===== config.mk =====
export PLATFORM = sky130hd
export DESIGN_NAME = typeb_select_seq
export DESIGN_NICKNAME = d
export VERILOG_FILES = /design/src/rtl/typeb_seq_pkg.sv /design/src/rtl/typeb_crc_unit.sv /design/src/rtl/typeb_frame_mux.sv /design/src/rtl/typeb_select_seq.sv
export SDC_FILE = /design/constraint.sdc
export NUM_CORES = 1
export LEC_CHECK = 0
export BUFFER_PORTS_ARGS = -buffer_cell sky130_fd_sc_hd__buf_4
export CORE_ASPECT_RATIO = 1.25
export CORE_UTILIZATION = 30
export DETAILED_ROUTE_END_ITERATION = 8
export PLACE_DENSITY = 0.44
export SLEW_MARGIN = 15
export SYNTH_ARGS = -nofsm -noshare
export SYNTH_HDL_FRONTEND = slang
export SYNTH_HIERARCHICAL = 1
export SYNTH_SLANG_ARGS = --single-unit

===== constraint.sdc =====
create_clock -name clk -period 6.35 [get_ports clk]
set_input_delay 0.9525 -clock clk [delete_from_list [all_inputs] [get_ports clk]]
set_output_delay 0.9525 -clock clk [all_outputs]
set_load 0.05 [all_outputs]

===== src/rtl/typeb_seq_pkg.sv =====
package typeb_seq_pkg;

    typedef enum logic [2:0] {
        ST_IDLE,
        ST_SEND,
        ST_TXWAIT,
        ST_RXWAIT,
        ST_GRAB
    } seq_state_e;

    typedef enum logic [1:0] {
        PH_WAKE,
        PH_ATTR,
        PH_DATA
    } seq_phase_e;

    localparam logic [1:0] CODE_NONE = 2'd0;
    localparam logic [1:0] CODE_OK   = 2'd1;
    localparam logic [1:0] CODE_FAIL = 2'd2;

    localparam logic       OP_SELECT   = 1'b0;
    localparam logic       OP_EXCHANGE = 1'b1;

    localparam logic [15:0] CRC_SEED = 16'hFFFF;

endpackage


===== src/rtl/typeb_crc_unit.sv =====
module typeb_crc_unit #(
    parameter logic [15:0] POLY = 16'h8408
) (
    input  logic [15:0] crc_i,
    input  logic [7:0]  byte_i,
    output logic [15:0] crc_o
);
    logic [15:0] acc;

    always_comb begin
        acc = crc_i ^ {8'h00, byte_i};
        for (int b = 0; b < 8; b++) begin
            if (acc[0]) acc = (acc >> 1) ^ POLY;
            else        acc = acc >> 1;
        end
        crc_o = acc;
    end
endmodule


===== src/rtl/typeb_frame_mux.sv =====
module typeb_frame_mux
    import typeb_seq_pkg::*;
#(
    parameter int LEN_W = 8
) (
    input  seq_phase_e        phase_i,
    input  logic [LEN_W-1:0]  idx_i,
    input  logic [LEN_W-1:0]  flen_i,
    input  logic              blk_i,
    input  logic [3:0][7:0]   ident_i,
    input  logic [3:0]        proto_i,
    input  logic [7:0]        pay_i,
    input  logic [15:0]       crc_i,
    output logic [7:0]        byte_o
);
    logic [15:0] fcs;
    logic        at_lo;
    logic        at_hi;

    assign fcs   = ~crc_i;
    assign at_lo = (idx_i == flen_i - LEN_W'(2));
    assign at_hi = (idx_i == flen_i - LEN_W'(1));

    always_comb begin
        byte_o = 8'h00;
        unique case (phase_i)
            PH_WAKE: begin
                unique case (idx_i)
                    LEN_W'(0): byte_o = 8'h05;
                    LEN_W'(1): byte_o = 8'h00;
                    LEN_W'(2): byte_o = 8'h08;
                    LEN_W'(3): byte_o = 8'h39;
                    LEN_W'(4): byte_o = 8'h73;
                    default:   byte_o = 8'h00;
                endcase
            end
            PH_ATTR: begin
                if (at_lo)      byte_o = fcs[7:0];
                else if (at_hi) byte_o = fcs[15:8];
                else begin
                    unique case (idx_i)
                        LEN_W'(0): byte_o = 8'h1D;
                        LEN_W'(1): byte_o = ident_i[0];
                        LEN_W'(2): byte_o = ident_i[1];
                        LEN_W'(3): byte_o = ident_i[2];
                        LEN_W'(4): byte_o = ident_i[3];
                        LEN_W'(6): byte_o = 8'h08;
                        LEN_W'(7): byte_o = {4'h0, proto_i};
                        default:   byte_o = 8'h00;
                    endcase
                end
            end
            default: begin
                if (at_lo)                   byte_o = fcs[7:0];
                else if (at_hi)              byte_o = fcs[15:8];
                else if (idx_i == LEN_W'(0)) byte_o = {7'b0000101, blk_i};
                else if (idx_i == LEN_W'(1)) byte_o = 8'h00;
                else                         byte_o = pay_i;
            end
        endcase
    end
endmodule


===== src/rtl/typeb_select_seq.sv =====
module typeb_select_seq
    import typeb_seq_pkg::*;
#(
    parameter int LEN_W   = 8,
    parameter int MAX_PAY = 60,
    parameter int ID_MIN  = 14,
    parameter int ANS_MIN = 3
) (
    input  logic             clk,
    input  logic             rst_n,
    input  logic             start_i,
    input  logic             op_i,
    input  logic [LEN_W-1:0] pay_len_i,
    output logic [LEN_W-1:0] pay_rd_idx_o,
    input  logic [7:0]       pay_rd_data_i,
    output logic             tx_valid_o,
    input  logic             tx_ready_i,
    output logic [7:0]       tx_byte_o,
    output logic             tx_last_o,
    input  logic             tx_done_i,
    input  logic             rx_valid_i,
    input  logic             rx_timeout_i,
    input  logic [LEN_W-1:0] rx_len_i,
    output logic [LEN_W-1:0] rx_idx_o,
    input  logic [7:0]       rx_byte_i,
    output logic             busy_o,
    output logic             done_o,
    output logic [1:0]       status_o,
    output logic [LEN_W-1:0] resp_len_o
);
    localparam int              OVERHEAD  = 4;
    localparam logic [LEN_W-1:0] WAKE_LEN = LEN_W'(5);
    localparam logic [LEN_W-1:0] ATTR_LEN = LEN_W'(11);
    localparam logic [LEN_W-1:0] PAY_CAP  = LEN_W'(MAX_PAY);
    localparam logic [LEN_W-1:0] ID_IDX   = LEN_W'(10);
    localparam int              GRAB_N    = 5;
    localparam int              GRAB_W    = $clog2(GRAB_N + 1);

    typedef struct packed {
        seq_state_e       st;
        seq_phase_e       ph;
        logic [LEN_W-1:0] idx;
        logic [LEN_W-1:0] flen;
        logic [15:0]      crc;
        logic             blk;
        logic [3:0][7:0]  ident;
        logic [3:0]       proto;
        logic [GRAB_W-1:0] grab;
        logic [1:0]       status;
        logic [LEN_W-1:0] resp;
        logic             done;
    } seq_regs_t;

    seq_regs_t r_q, r_d;

    logic [15:0]      crc_step;
    logic [7:0]       frame_byte;
    logic [LEN_W-1:0] pay_eff;
    logic [LEN_W-1:0] ans_len;
    logic             ans_seen;
    logic             last_byte;
    logic             body_byte;

    typeb_crc_unit #(.POLY(16'h8408)) u_crc (
        .crc_i  (r_q.crc),
        .byte_i (frame_byte),
        .crc_o  (crc_step)
    );

    typeb_frame_mux #(.LEN_W(LEN_W)) u_mux (
        .phase_i (r_q.ph),
        .idx_i   (r_q.idx),
        .flen_i  (r_q.flen),
        .blk_i   (r_q.blk),
        .ident_i (r_q.ident),
        .proto_i (r_q.proto),
        .pay_i   (pay_rd_data_i),
        .crc_i   (r_q.crc),
        .byte_o  (frame_byte)
    );

    assign pay_eff   = (pay_len_i > PAY_CAP) ? PAY_CAP : pay_len_i;
    assign ans_seen  = rx_valid_i | rx_timeout_i;
    assign ans_len   = rx_valid_i ? rx_len_i : '0;
    assign last_byte = (r_q.idx == r_q.flen - LEN_W'(1));
    assign body_byte = (r_q.idx < r_q.flen - LEN_W'(2));

    always_comb begin
        r_d      = r_q;
        r_d.done = 1'b0;
        unique case (r_q.st)
            ST_IDLE: begin
                if (start_i) begin
                    r_d.st  = ST_SEND;
                    r_d.idx = '0;
                    r_d.crc = CRC_SEED;
                    if (op_i == OP_SELECT) begin
                        r_d.ph   = PH_WAKE;
                        r_d.flen = WAKE_LEN;
                    end else begin
                        r_d.ph   = PH_DATA;
                        r_d.flen = pay_eff + LEN_W'(OVERHEAD);
                    end
                end
            end
            ST_SEND: begin
                if (tx_ready_i) begin
                    if (body_byte) r_d.crc = crc_step;
                    r_d.idx = r_q.idx + LEN_W'(1);
                    if (last_byte) begin
                        r_d.st = ST_TXWAIT;
                        if (r_q.ph == PH_DATA) r_d.blk = ~r_q.blk;
                    end
                end
            end
            ST_TXWAIT: begin
                if (tx_done_i) r_d.st = ST_RXWAIT;
            end
            ST_RXWAIT: begin
                if (ans_seen) begin
                    unique case (r_q.ph)
                        PH_WAKE: begin
                            if (ans_len < LEN_W'(ID_MIN)) begin
                                r_d.st     = ST_IDLE;
                                r_d.status = CODE_FAIL;
                                r_d.done   = 1'b1;
                            end else begin
                                r_d.st   = ST_GRAB;
                                r_d.grab = '0;
                            end
                        end
                        PH_ATTR: begin
                            r_d.st   = ST_IDLE;
                            r_d.done = 1'b1;
                            if (ans_len < LEN_W'(ANS_MIN)) begin
                                r_d.status = CODE_FAIL;
                            end else begin
                                r_d.status = CODE_OK;
                                r_d.blk    = 1'b0;
                            end
                        end
                        default: begin
                            r_d.st   = ST_IDLE;
                            r_d.done = 1'b1;
                            r_d.resp = (ans_len < LEN_W'(ANS_MIN)) ? '0 : ans_len;
                        end
                    endcase
                end
            end
            ST_GRAB: begin
                r_d.grab = r_q.grab + GRAB_W'(1);
                if (r_q.grab < GRAB_W'(GRAB_N - 1)) begin
                    r_d.ident[r_q.grab[1:0]] = rx_byte_i;
                end else begin
                    r_d.proto = rx_byte_i[3:0];
                    r_d.st    = ST_SEND;
                    r_d.ph    = PH_ATTR;
                    r_d.idx   = '0;
                    r_d.flen  = ATTR_LEN;
                    r_d.crc   = CRC_SEED;
                end
            end
            default: r_d.st = ST_IDLE;
        endcase
    end

    always_ff @(posedge clk or negedge rst_n) begin
        if (!rst_n) begin
            r_q <= '{st: ST_IDLE, ph: PH_WAKE, crc: CRC_SEED, status: CODE_NONE,
                     default: '0};
        end else begin
            r_q <= r_d;
        end
    end

    assign tx_valid_o   = (r_q.st == ST_SEND);
    assign tx_byte_o    = frame_byte;
    assign tx_last_o    = tx_valid_o && last_byte;
    assign pay_rd_idx_o = r_q.idx - LEN_W'(2);
    assign rx_idx_o     = (r_q.grab == GRAB_W'(GRAB_N - 1)) ? ID_IDX
                                                            : LEN_W'(r_q.grab) + LEN_W'(1);
    assign busy_o       = (r_q.st != ST_IDLE);
    assign done_o       = r_q.done;
    assign status_o     = r_q.status;
    assign resp_len_o   = r_q.resp;
endmodule


Word-level counts from Yosys, hierarchy flattened:

Index checks and enable logic that the tools add are counted.

* flip-flop bits (word level): 88
* input port bits: 40
* logic and storage cells: 152

* add/subtract/negate cells: 7
* magnitude comparators: 7
* eq/ne operators: 28
* mux-type cells: 59
* bitwise logic cells: 14
* reductions and logical operators: 22

Operator list (number)
* $mux W16: 9
* $mux W8: 13
* $mux W37: 2
* $pmux W8 S7: 1
* $pmux W16 S3: 1
* $bwmux W32: 1
* $pmux W8 S2: 2
* $pmux W7 S4: 1
* $eq A8 B3 Y1 const B: 3
* $mux W3: 8
* $not A2 Y3: 8
* $pmux W8 S3: 1
* $mux W17: 1
* $demux W8 S2: 1
* $eq A8 B2 Y1 const B: 2
* $eq A8 B8 Y1: 2
* $not A16 Y16: 1
* $sub A8 B2 Y8 const B: 2
* $xor A16 B8 Y16: 1
* $pmux W3 S5: 1
* $mux W14: 1
* $ne A2 B2 Y1 const B: 7
* $ne A2 B1 Y1 const B: 6
* $reduce_and A4 Y1: 3
* other kinds (38): 59

Depth between registers and ports, before layout:

Gate-level depths: netlist of run 1.

* word-level depth: 26
* depth in mapped cells: 14
* gate-level depth less buffers: 12

By module:

The synthesis of run 1 kept the hierarchy.

Modules (own cells, without submodules)
* typeb_select_seq: times used 1, cells an instance 409, area each 4501.8 um^2, sequential area each 2222.1 um^2
* typeb_frame_mux: times used 1, cells an instance 166, area each 1184.9 um^2, sequential area each 0.0 um^2
* typeb_crc_unit: times used 1, cells an instance 25, area each 380.4 um^2, sequential area each 0.0 um^2

Least setup slack after synthesis of run 1:

OpenSTA, ideal clock, no wires.

* path kind: reg2reg
* start point: register r_q[69] in the netlist's numbering
* end point: register r_q[53] in the netlist's numbering
* setup time: 0.080 ns
* arrival time: 4.920 ns
* required time: 6.270 ns
* slack: 1.350 ns
* cell stages (with the launch flop): 14
* buffers on the path: 2
* clock period less this slack: 5.000 ns
* cell sequence: dfrtp_1 -> buf_2 -> inv_1 -> ha_1 -> nor3b_4 -> a21boi_2 -> or4_1 -> a2111o_1 -> buf_6 -> and2_1 -> o311ai_1 -> xnor2_2 -> xor3_4 -> o22a_1

* elaborated cells on any way between the ends: 25
* those cells by class: add/sub (2); order compare (1); eq/ne (3); mux (16); bitwise (2); reduce/logical (1)

RTL lines
* start: declaration: RTL line typeb_select_seq.sv:54 `seq_regs_t r_q, r_d;`
* start signal: assignment: RTL line typeb_select_seq.sv:169 `r_q <= '{st: ST_IDLE, ph: PH_WAKE, crc: CRC_SEED, status: CODE_NONE,`
* start signal: assignment: RTL line typeb_select_seq.sv:172 `r_q <= r_d;`
* $sub A8 B1 Y8: RTL line typeb_frame_mux.sv:22 `assign at_hi = (idx_i == flen_i - LEN_W'(1));`
* $eq A8 B8 Y1: RTL line typeb_frame_mux.sv:22
* $mux W8 (on tied branches): RTL line typeb_frame_mux.sv:55, typeb_frame_mux.sv:39
* $mux W8 (on tied branches): RTL line typeb_frame_mux.sv:54, typeb_frame_mux.sv:38
* $pmux W8 S2 (*): RTL line typeb_frame_mux.sv:26 `unique case (phase_i)`
* named net tx_byte_o[2]: RTL line typeb_select_seq.sv:18 `output logic [7:0] tx_byte_o,`
* $xor A16 B8 Y16 (*): RTL line typeb_crc_unit.sv:11 `acc = crc_i ^ {8'h00, byte_i};`
* $mux W16 (*) (8 in series): RTL line typeb_crc_unit.sv:13 `if (acc[0]) acc = (acc >> 1) ^ POLY;`
* named net crc_step[2]: RTL line typeb_select_seq.sv:56 `logic [15:0] crc_step;`
* $mux W16 (*): RTL line typeb_select_seq.sv:108 `if (body_byte) r_d.crc = crc_step;`
* $mux W17 (*): RTL line typeb_select_seq.sv:107 `if (tx_ready_i) begin`
* $pmux W16 S3 (*): RTL line typeb_select_seq.sv:91 `unique case (r_q.st)`

Mark *: on every way through the listed nets, which the timed path passes. The rest lies on a longest branch. The select of a mux whose other input is x is not followed.
A chain may end at the register's enable or synchronous reset.

Worst setup path in the final report of run 1:

* start point: register r_q[69] in the netlist's numbering
* end point: output port tx_byte_o[0]

* longest elaborated chain between the ends: 5
* elaborated cells on any way between the ends: 9
* those cells by class: add/sub (2); eq/ne (2); mux (5)

RTL lines (RTL line)
* $sub A8 B1 Y8: typeb_frame_mux.sv:22
* $eq A8 B8 Y1: typeb_frame_mux.sv:22
* $mux W8 (on tied branches): typeb_frame_mux.sv:55, typeb_frame_mux.sv:39
* $mux W8 (on tied branches): typeb_frame_mux.sv:54, typeb_frame_mux.sv:38
* $pmux W8 S2 (*): typeb_frame_mux.sv:26
* end: declaration: typeb_select_seq.sv:18

Mark *: on every way between the ends. The rest lies on a longest branch, timed or not.

==> impl_results.md, run 1 <==
* Status: completed
* Std cell rows at 57
* Crit path cell chain: inv_1 -> ha_1 -> and2b_1 -> or3_1 -> a31oi_1 -> nand4_1 -> and2_1 -> o31ai_1 -> buf_4
* Crit path max fanout at 17
* HPWL Detailed at 11800 µm
* CTS tree: built
* Final WL at 16200 µm
* Setup CP Type: reg -> out
* Slowest stage delay, CP at 0.67 ns
* Post-Syn Instances at 600
* Fin worst setup slack at 1.23 ns
* Largest net degree at the start of global routing at 65
* Finish-stage setup viols at 0
* Setup TNS Final at 0 ns
* P_leak at 3.09 nW
* Clock Skew at 0.00885 ns
* CTS Hold Bufs at 0
* Non-filler cells, final at 918
* Slew headroom at 37.4%
* Root buffer cell: clkbuf_16
* CTS H-tree depth at 3
* First-pass GRT wire length at 26100 µm
* Cts repair resizes at 0
* Synth Cell Area at 6070 µm²
* Post-synth cell types at 73
* Min-Delay Path Class: reg -> reg
* Routability Congestion at 0.871
* Clk_lat worst skew at 0.35 ns
* Leading area contributor after synthesis: dfrtp_1
* Clock buffer depth at 2
* Ant. Diodes at 0
* Die area at 20800 µm²
* Residual DRC at 0
* Total number of vias at 4576
* Max-slew violation count at 0
* Clock transition at path regs at 0.07 ns
* Final Hold Fails at 0
* IO Count at 78
* Final Power at 4.44 mW
* Total CTS buffers at 9
* Synth Warn # at 6
* MaxCap Viol Count at 0
* Final #Nets at 709
* Crit path time final at 5.12 ns
* Pre-CTS WS at 1.59 ns
* Gr ovfl total at 0
* Post-synth ARST share at 100%
* First drt pass iteration count at 4
* Core ar. at 19600 µm²
* CP max-delay cell: nand4_1
* Antenna-violating nets left at 0
* Prevailing post-synth register cell: dfrtp_1
* Routed wire per std cell at 17.6 µm
* Die W at 129 µm
* Num Clock Sinks at 88
* Layout cells sized above 1 at 27.4%
* Synth top area share at 29.7%
* GRT Overall Usage at 16.4%
* Crit. End Element: output port
* Die height at 161 µm
* P per Cell Area at 635 nW/µm²
* Post-CTS Setup Bufs at 0
* Worst-Margin Slew at 0.930 ns
* IO buf count at 73
* Period utilization at 80.7%
* Leading post-synthesis cells by cell area: dfrtp_1 30%, mux2_2 7.8%, dfstp_2 6.9%, xnor2_1 4.9%, ha_1 4.3%
* Number of synthesized flops with an enable pin at 0
* Placed cell count at 902
* Worst VDD drop at 0.341 mV
* Area Overhead vs Synth at 15.3%
* Vias per inst at 4.98
* Number of synthesized register bits at 88
* Starting Density at 30.9%
* Antenna violations before repair at 0
* Worst Hold Slack at 0.478 ns
* Number of global-route vias before repair at 4646
* RSZ-0062 raised after global routing: false
* Synthesized area per cell at 10.1 µm²
* Critical path arrival at 4.17 ns
* Worst EP required at 5.40 ns
* Sequential share of the synthesized area at 36.6%
* Initial DRC count at 181
* Worst Setup Start Kind: flip-flop
* Max Clk Rate at 195 MHz
[cell usage in the layout, fill, tap and decap left out, drive strengths merged, types with 4 or more instances in the layout]
cell / Yosys / final
buf: 31 / 77
dfrtp: 72 / 72
nand2: 63 / 63
mux2: 43 / 43
xnor2: 38 / 38
nor2: 29 / 29
inv: 20 / 25
ha: 21 / 21
o21ai: 20 / 20
xor2: 19 / 19
nand3: 19 / 19
a21oi: 17 / 17
o22a: 16 / 16
dfstp: 16 / 16
nor2b: 13 / 13
nor3: 11 / 11
a31oi: 11 / 11
mux2i: 9 / 9
a22o: 9 / 9
clkbuf: 12 / 9
or3: 8 / 8
nand4: 8 / 8
nand2b: 8 / 8
o22ai: 7 / 7
a21o: 6 / 6
a22oi: 6 / 6
xnor3: 5 / 5
o21a: 4 / 4
or4: 4 / 4
a32o: 4 / 4
conb: 1 / 4
o31ai: 4 / 4
xor3: 4 / 4
[critical path: cells and delay by family, from the launching register on]
family | cells | cell delay, ns
adders and majority gates | 1 | 0.27
AOI/OAI and AO/OA | 2 | 0.75
and+or+nand+nor | 4 | 1.69
DFF | 1 | 0.65
buffers and inverters | 2 | 0.44
[per-stage QoR]
step	area, µm²	utilization (%)
global placement	6710	34.2
detailed placement	6710	34.2
floorplan	6080	-
finish	7000	35.7
global route	7000	35.7
CTS	7000	35.7
[cell usage after synthesis (6+ instances only)]
cell type,instances
a21oi_1,14
mux2i_1,9
or3_1,8
o21ai_0,18
nand3_1,19
xnor2_1,34
a22o_1,9
inv_1,20
dfstp_2,16
nand2b_1,7
a31oi_1,11
o22ai_1,7
buf_4,17
dfrtp_1,72
buf_6,6
a22oi_1,6
nor2b_1,13
o22a_1,16
mux2_2,42
nand4_1,8
nand2_1,58
nor3_1,11
ha_1,21
xor2_1,19
nor2_1,26
a21o_1,6
clkbuf_1,12
[final cells by class]
| cell class | count | area, µm² |
|---|---|---|
| fillers | 2038 | 12600 |
| multi-input cells | 452 | 3500 |
| flip-flops and latches | 88 | 2220 |
| repair buffers | 77 | 578 |
| well taps | 265 | 332 |
| clock buffers | 9 | 225 |
| inverters | 20 | 75.1 |
| clock inverters | 7 | 58.8 |
[cell families after synthesis]
| group | count (synthesis) | share of synthesized area (%) |
|---|---|---|
| mux | 52 | 9.53 |
| xor+xnor | 66 | 12.3 |
| buf+inv | 63 | 5.79 |
| simple gates | 187 | 16.6 |
| fa+ha+maj | 21 | 4.33 |
| other cells | 1 | 0.0618 |
| compound gates | 122 | 14.8 |
| flops | 88 | 36.6 |
[flip-flops by register name, summed over array words and instances (netlist names)]
signal      flops
done_o          1
r_q            77
resp_len_o      8
status_o        2
[worst paths after layout]
path | start | end | slack [ns] | depth (start not counted)
max | r_q[69]$_DFFE_PN0P_ | tx_byte_o[0] | 1.23 | 9
min | r_q[15]$_DFFE_PN0P_ | r_q[15]$_DFFE_PN0P_ | 0.48 | 2
max reg2reg | r_q[69]$_DFFE_PN0P_ | r_q[54]$_DFFE_PN1P_ | 1.91 | 11
min reg2reg | r_q[15]$_DFFE_PN0P_ | r_q[15]$_DFFE_PN0P_ | 0.48 | 2
max in group asynchronous | rst_n | r_q[48]$_DFFE_PN0P_ | 4.67 | 2
min in group asynchronous | rst_n | r_q[76]$_DFFE_PN0P_ | 0.50 | 1
[power breakdown]
part | internal [mW] | switching (mW)
sequential | 0.763 | 0.251
clock | 0.273 | 0.254
combinational | 1.31 | 1.59
total | 2.34 | 2.10
[per-layer routing]
layer	vias to the layer above	GRT usage [%]	part of all wire (%)
li1	2234	-	-
met1	2237	22.9	48
met2	94	26.0	47
met3	11	2.19	3.9
met4	0	5.24	1.2
met5	-	0	0
Note: power is estimated with default switching activity, not from simulation.
==> inputs of run 2 (changes only) <==
--- a/config.mk
+++ b/config.mk
@@ -5,11 +5,12 @@
 export SDC_FILE = /design/constraint.sdc
 export NUM_CORES = 1
 export LEC_CHECK = 0
+export ABC_AREA = 1
 export BUFFER_PORTS_ARGS = -buffer_cell sky130_fd_sc_hd__buf_4
 export CORE_ASPECT_RATIO = 1.25
 export CORE_UTILIZATION = 30
 export DETAILED_ROUTE_END_ITERATION = 8
-export PLACE_DENSITY = 0.44
+export PLACE_DENSITY = 0.45
 export SLEW_MARGIN = 15
 export SYNTH_ARGS = -nofsm -noshare
 export SYNTH_HDL_FRONTEND = slang
==> constraint.sdc (replaced) <==
create_clock -name clk -period 4.7 [get_ports clk]
set_input_delay 0.705 -clock clk [delete_from_list [all_inputs] [get_ports clk]]
set_output_delay 0.705 -clock clk [all_outputs]
set_load 0.05 [all_outputs]
==> run 2 against run 1 <==
  * Clock-buffer cell count increased by 1
  * Die area grew 12%
  * Total power increased by 41%
  * First-iteration DRC count increased by 57%
  * Utilization shrank 0.53 points
==> impl_results.md, run 2 <==
* Synth Warn # at 6 (unchanged)
* RSZ-0062 raised after global routing: false (unchanged)
* IO buf count at 73 (unchanged)
* Residual DRC at 0 (unchanged)
* Crit path time final at 3.56 ns
* P per Cell Area at 803 nW/µm² (was 635 nW/µm²)
* Post-synth ARST share at 100% (unchanged)
* MaxCap Viol Count at 0 (unchanged)
* Die area at 23200 µm² (was 20800 µm²)
* IO Count at 78 (unchanged)
* Status: completed (unchanged)
* Sequential share of the synthesized area at 32.8% (was 36.6%)
* GRT Overall Usage at 16.5% (was 16.4%)
* Synth top area share at 26.6% (was 29.7%)
* Post-Synth Simple-Gate Area at 39.3% (was 16.6%)
* Worst Setup Start Kind: flip-flop (unchanged)
* Critical path arrival at 2.86 ns (was 4.17 ns)
* Clock Skew at 0.0119 ns (was 0.00885 ns)
* Worst VDD drop at 0.544 mV (was 0.341 mV)
* Die W at 136 µm (was 129 µm)
* Number of synthesized register bits at 88 (unchanged)
* CTS Hold Bufs at 0 (unchanged)
* Clock buffer depth at 2 (unchanged)
* Std cell rows at 61 (was 57)
* Cell with the most instances after synthesis: nand2_1 (was dfrtp_1)
* Vias per inst at 4.56 (was 4.98)
* Antenna violations before repair at 0 (unchanged)
* Initial DRC count at 285 (was 181)
* Non-filler cells, final at 1335 (was 918)
* P_leak at 4.05 nW (was 3.09 nW)
* Synth Cell Area at 6780 µm² (was 6070 µm²)
* Setup TNS Final at 0 ns (unchanged)
* Most frequent cells in the layout: 320 x nand2_1, 114 x inv_1, 91 x nand3_1 (was 77 x buf_4, 72 x dfrtp_1, 58 x nand2_1)
* Leading cell types by count after synthesis: 320 x nand2_1, 114 x inv_1, 91 x nand3_1 (was 72 x dfrtp_1, 58 x nand2_1, 42 x mux2_2)
* Prevailing post-synth register cell: dfrtp_1 (unchanged)
* Crit. End Element: output port (unchanged)
* Placed cell count at 1319 (was 902)
* Post-synth cell types at 45 (was 73)
* Total number of vias at 6086 (was 4576)
* Worst EP required at 3.99 ns (was 5.40 ns)
* Final WL at 18400 µm (was 16200 µm)
* Final Hold Fails at 0 (unchanged)
* Worst-Margin Slew at 1.01 ns (was 0.930 ns)
* Routed wire per std cell at 13.8 µm (was 17.6 µm)
* Root buffer cell: clkbuf_16 (unchanged)
* Post-CTS Setup Bufs at 0 (unchanged)
* Antenna-violating nets left at 0 (unchanged)
* Starting Density at 30.5% (was 30.9%)
* Max Clk Rate at 281 MHz
* Max-slew violation count at 0 (unchanged)
* Crit path max fanout at 32 (was 17)
* Largest register FFs at 77 (unchanged)
* Min-Delay Path Class: in -> async (was reg -> reg)
* Post-Syn Instances at 991 (was 600)
* Setup CP Type: reg -> out (unchanged)
* Num Clock Sinks at 88 (unchanged)
* Clock transition at path regs at 0.07 ns (about the same)
* Number of global-route vias before repair at 5740 (was 4646)
* Number of synthesized flops with an enable pin at 0 (unchanged)
* Total CTS buffers at 9 (unchanged)
* First drt pass iteration count at 5 (was 4)
* Largest net degree at the start of global routing at 60 (was 65)
* Ant. Diodes at 0 (unchanged)
* Cts repair resizes at 0 (unchanged)
* Routability Congestion at 0.812 (was 0.871)
* Slew headroom at 32.5% (was 37.4%)
* Clk_lat worst skew at 0.35 ns (about the same)
* Die height at 170 µm (was 161 µm)
* Reg with most FFs: r_q (unchanged)
* XOR/XNOR share of the synthesized area at 3.45% (was 12.3%)
* R2r worst-path depth at 17 (was 11)
* Leading area contributor after synthesis: dfrtp_1 (unchanged)
* Finish-stage setup viols at 0 (unchanged)
* Area Overhead vs Synth at 15.1% (was 15.3%)
* Most common cell after layout, fill and taps aside: nand2_1 (was buf_4)
* Main combinational cell family by area after synthesis: simple AND/OR/NAND/NOR gates (unchanged)
* Core ar. at 22200 µm² (was 19600 µm²)
* Synthesized area per cell at 6.84 µm² (was 10.1 µm²)
* Leading post-synthesis cells by cell area: dfrtp_1 27%, nand2_1 18%, nand3_1 6.7%, inv_1 6.3%, dfstp_2 6.2% (was dfrtp_1 30%, mux2_2 7.8%, dfstp_2 6.9%, xnor2_1 4.9%, ha_1 4.3%)
* First-pass GRT wire length at 29900 µm (was 26100 µm)
* HPWL Detailed at 14300 µm (was 11800 µm)
* Gr ovfl total at 0 (unchanged)
* Final #Nets at 1108 (was 709)
* Final Power at 6.27 mW (was 4.44 mW)
* CTS H-tree depth at 3 (unchanged)
* CTS tree: built (unchanged)
* Period utilization at 75.8%
* Layout cells sized above 1 at 18.6% (was 27.4%)
* Mux cell area share after synthesis at 0% (was 9.53%)
* Adder-cell share of the synthesized area at 3.87% (was 4.33%)
* Compound-Gate Fraction of Synth Area at 10.1% (was 14.8%)
[run 2: cell types whose count changed after synthesis, moves of 21 or more]
cell / change
nand2_1: +262
inv_1: +94
nand3_1: +72
nor2_1: +47
mux2_2: -42
o21ai_0: +35
xnor2_1: -28
o21a_1: +22
nand2_2: +21
[run 2: cell type report]
class                   instances  area (µm²)
fillers                      2446       14400
multi-input cells             742        3870
flip-flops and latches         88        2220
repair buffers                 74         556
inverters                     132         500
well taps                     283         354
clock buffers                  10         229
clock inverters                 6        76.3
[run 2: metal layers]
layer  global-route usage (%)  part of all wire, %  routed length [µm]  up-vias
met4                     4.20                  1.1                 199        0
met5                        0                    0                   0        -
met3                     2.06                  1.9                 352       12
li1                         -                    -                   -     3225
met1                     21.5                   48                8840     2796
met2                     28.4                   49                9030       53
[run 2: critical path: stages, from the launching register on]
cell      delay (ns)
dfrtp_1         0.54
nor2_1          0.16
nand2_1         0.14
inv_2           0.39
nand2_1         0.16
a21boi_2        0.29
o21ai_0         0.17
o21ai_0         0.11
nand2_1         0.10
nand3_1         0.20
buf_4           0.24
[run 2: cells by family (layout without fill, tap and decap cells)]
| family | count (synthesis) | count (layout) |
|---|---|---|
| adders and majority gates | 21 | 21 |
| buffers and inverters | 164 | 222 |
| AOI/OAI and AO/OA | 117 | 117 |
| and+or+nand+nor | 575 | 575 |
| xor gates and xnor gates | 25 | 25 |
| other | 1 | 4 |
| DFF | 88 | 88 |
[run 2: final timing paths]
check | startpoint | to | slack, ns
max | r_q[81]$_DFFE_PN0P_ | tx_byte_o[1] | 1.14
min | rst_n | r_q[48]$_DFFE_PN0P_ | 0.42
max reg2reg | r_q[81]$_DFFE_PN0P_ | r_q[59]$_DFFE_PN1P_ | 1.65
min reg2reg | r_q[14]$_DFFE_PN0P_ | r_q[14]$_DFFE_PN0P_ | 0.49
max in group asynchronous | rst_n | r_q[54]$_DFFE_PN1P_ | 3.35
min in group clk | r_q[14]$_DFFE_PN0P_ | r_q[14]$_DFFE_PN0P_ | 0.49
[run 2: stage by stage]
step	hold slack, ns	worst slack (ns)	util, %	cell area, µm²
final	0.424	1.14	35.1	7800
after global routing	0.494	0.847	35.1	7800
after CTS	0.459	1.09	35.1	7800
after detailed placement	0.472	1.49	33.7	7490
after global placement	0.467	1.59	33.7	7490
after floorplan	0.409	1.78	-	6790
[run 2: power breakdown]
part           switching, mW  total (mW)  internal (mW)
clock                  0.355       0.777          0.422
combinational           2.77        4.08           1.30
sequential             0.339        1.42           1.08
==> inputs of run 3 (changes only) <==
--- a/config.mk
+++ b/config.mk
@@ -5,12 +5,12 @@
 export SDC_FILE = /design/constraint.sdc
 export NUM_CORES = 1
 export LEC_CHECK = 0
-export ABC_AREA = 1
+export ABC_AREA = 0
 export BUFFER_PORTS_ARGS = -buffer_cell sky130_fd_sc_hd__buf_4
 export CORE_ASPECT_RATIO = 1.25
 export CORE_UTILIZATION = 30
 export DETAILED_ROUTE_END_ITERATION = 8
-export PLACE_DENSITY = 0.45
+export PLACE_DENSITY = 0.44
 export SLEW_MARGIN = 15
 export SYNTH_ARGS = -nofsm -noshare
 export SYNTH_HDL_FRONTEND = slang
==> constraint.sdc (replaced) <==
create_clock -name clk -period 3.6 [get_ports clk]
set_input_delay 0.54 -clock clk [delete_from_list [all_inputs] [get_ports clk]]
set_output_delay 0.54 -clock clk [all_outputs]
set_load 0.05 [all_outputs]
==> run 3 against run 2 <==
  * The run now ends with negative setup slack left
  * Hold slack worse by 0.099 ns
  * Via count is 21% lower
  * Total power is 41% higher
  * Clock-buffer cell count is 1 lower
  * First-iteration DRC count is 14% lower
  * Global-route usage is 0.68 points higher
  * Final cell count is 27% lower
  * Final area is 1.7% lower
  * Die area is 10% lower
  * Clock power is 21% higher
  * Non-clock buffer count is 53 higher
  * Utilization is 4.0 points higher
  * Critical path type unchanged
  * Highest routed layer unchanged
==> impl_results.md, run 3 (synthesis gave the netlist of run 1 again) <==
* Sequential cell area at 2220 µm² (about the same)
* Final WL at 16900 µm (was 18400 µm)
* Antenna-violating nets left at 0 (unchanged)
* MaxCap Viol Count at 0 (unchanged)
* GRT Overall Usage at 17.2% (was 16.5%)
* Period utilization at 102%
* Slew headroom at 33.5% (was 32.5%)
* Setup CP Type: reg -> out (unchanged)
* Area Overhead vs Synth at 26.5% (was 15.1%)
* Clock transition at path regs at 0.07 ns (about the same)
* Worst Setup EP: tx_byte_o[1] (unchanged)
* Fin worst setup slack at -0.0586 ns (was 1.14 ns)
* Reg-to-reg critical path endpoint: r_q[59]$_DFFE_PN1P_ (unchanged)
* First-pass GRT wire length at 27300 µm (was 29900 µm)
* Routed wire per std cell at 17.5 µm (was 13.8 µm)
* Die W at 129 µm (was 136 µm)
* Most common cell after layout, fill and taps aside: buf_4 (was nand2_1)
* Total CTS buffers at 9 (unchanged)
* Clock buffer depth at 2 (unchanged)
* Antenna violations before repair at 0 (unchanged)
* First drt pass iteration count at 4 (was 5)
* Placed cell count at 935 (was 1319)
* Max Clk Rate at 273 MHz
* CTS Hold Bufs at 0 (unchanged)
* Worst EP required at 3.06 ns (was 3.99 ns)
* P per Cell Area at 1150 nW/µm² (was 803 nW/µm²)
* Initial DRC count at 246 (was 285)
* Die height at 161 µm (was 170 µm)
* Residual DRC at 0 (unchanged)
* Crit path max fanout at 7 (was 32)
* Layout Utilization at 39.1% (was 35.1%)
* Std cell rows at 57 (was 61)
* R2R setup slack at 0.06 ns (was 1.65 ns)
* Vias per inst at 4.96 (was 4.56)
* Routability Congestion at 0.840 (was 0.812)
* Largest net degree at the start of global routing at 74 (was 60)
* Worst R2R Start: r_q[68]$_DFFE_PN0P_ (was r_q[81]$_DFFE_PN0P_)
* Worst Setup Start Kind: flip-flop (unchanged)
* Worst Hold Slack at 0.324 ns (was 0.424 ns)
* Critical path arrival at 3.12 ns (was 2.86 ns)
* RSZ-0062 raised after global routing: true (was false)
* Core ar. at 19600 µm² (was 22200 µm²)
* IO buf count at 73 (unchanged)
* P_leak at 3.43 nW (was 4.05 nW)
* FILL cells at 1949 (was 2446)
* Layout cells sized above 1 at 35.6% (was 18.6%)
* Num Clock Sinks at 88 (unchanged)
* Root buffer cell: clkbuf_16 (unchanged)
* Worst-Margin Slew at 0.997 ns (was 1.01 ns)
* Clock Skew at 0.0126 ns (was 0.0119 ns)
* Ant. Diodes at 0 (unchanged)
* Multi-input gate area at 3710 µm² (was 3870 µm²)
* Reg with most FFs: r_q (unchanged)
* Final #Nets at 759 (was 1108)
* Die area at 20800 µm² (was 23200 µm²)
* Failing checks: negative setup slack
* Crit. End Element: output port (unchanged)
* Crit. Startpoint: r_q[68]$_DFFE_PN0P_ (was r_q[81]$_DFFE_PN0P_)
* Status: finished with violations (was completed)
* Crit path time final at 3.66 ns
* Clk_lat worst skew at 0.36 ns (was 0.35 ns)
* Most frequent cells in the layout: 111 x buf_4, 70 x dfrtp_1, 58 x nand2_1 (was 320 x nand2_1, 114 x inv_1, 91 x nand3_1)
* Min-Delay Path Class: in -> async (unchanged)
* Total number of vias at 4805 (was 6086)
* Gr ovfl total at 0 (unchanged)
* Number of global-route vias before repair at 4822 (was 5740)
* Worst VDD drop at 0.602 mV (was 0.544 mV)
* CTS tree: built (unchanged)
* Final Hold Fails at 0 (unchanged)
* Starting Density at 30.9% (was 30.5%)
* Largest register FFs at 77 (unchanged)
* CTS H-tree depth at 3 (unchanged)
* R2r worst-path depth at 13 (was 17)
* HPWL Detailed at 12600 µm (was 14300 µm)
* Max-slew violation count at 0 (unchanged)
* Finish-stage setup viols at 8 (was 0)
* Non-filler cells, final at 968 (was 1335)
* IO Count at 78 (unchanged)
-- run 3: cell count changes in the layout (fill, tap and decap cells not counted), sizes merged, moves of 43 or more --
cell   change
buf       +52
inv      -108
mux2      +43
nand2    -302
nand3     -73
nor2      -64
-- run 3: worst max-delay path, stage by stage (launching register included) --
cell      delay, ns
dfrtp_1        0.39
inv_2          0.09
ha_4           0.13
nor3b_4        0.21
a21boi_2       0.08
or4_1          0.50
a2111o_1       0.52
mux2_4         0.35
a211o_4        0.34
buf_8          0.15
-- run 3: final cells by class --
class	count	area share, %
Clock buffer	9	2.93
Clock inverter	7	0.766
Inverter	20	1.01
Multi-Input combinational cell	452	48.3
Sequential cell	88	29.0
Tap cell	265	4.32
Timing Repair Buffer	127	13.6
-- run 3: timing repair --
action	4_1_cts	5_1_grt
gates cloned	0	1
endpoints found under the setup margin	8	12
gates resized for setup	16	10
hold endpoints to repair	0	0
buffers inserted	5	12
pin swaps	8	8
-- run 3: power breakdown --
group | switching, mW | internal, mW | total [mW]
Combinational | 3.22 | 2.97 | 6.19
Clock | 0.459 | 0.483 | 0.942
Sequential | 0.334 | 1.35 | 1.69
-- run 3: how the worst min path moves through the flow --
stage                             start             endpoint  slack [ns]  depth (start not counted)
CTS                               rst_n  r_q[77]$_DFFE_PN0P_        0.38                          1
detailed placement  r_q[14]$_DFFE_PN0P_  r_q[14]$_DFFE_PN0P_        0.47                          2
global placement    r_q[14]$_DFFE_PN0P_  r_q[14]$_DFFE_PN0P_        0.46                          2
finish                            rst_n  r_q[77]$_DFFE_PN0P_        0.32                          1
floorplan                         rst_n     done_o$_DFF_PN0_        0.24                          0
global route                      rst_n  r_q[77]$_DFFE_PN0P_        0.42                          1
-- run 3: per-stage QoR --
step | instance area (µm²) | power, mW | worst slack, ns | TNS (ns)
2_1_floorplan | 6250 | 6.22 | -0.226 | -1.10
3_3_place_gp | 7140 | 7.50 | 0.0810 | 0
3_5_place_dp | 7140 | 7.56 | 0.0183 | 0
4_1_cts | 7520 | 8.69 | -0.0902 | -0.388
5_1_grt | 7670 | 9.38 | -0.145 | -1.07
6_report | 7670 | 8.82 | -0.0586 | -0.263
-- run 3: routing by layer --
metal | wire length (µm) | GRT usage [%]
met4 | 248 | 5.99
met1 | 8120 | 24.4
met3 | 608 | 2.02
met2 | 7940 | 26.7
met5 | 0 | 0
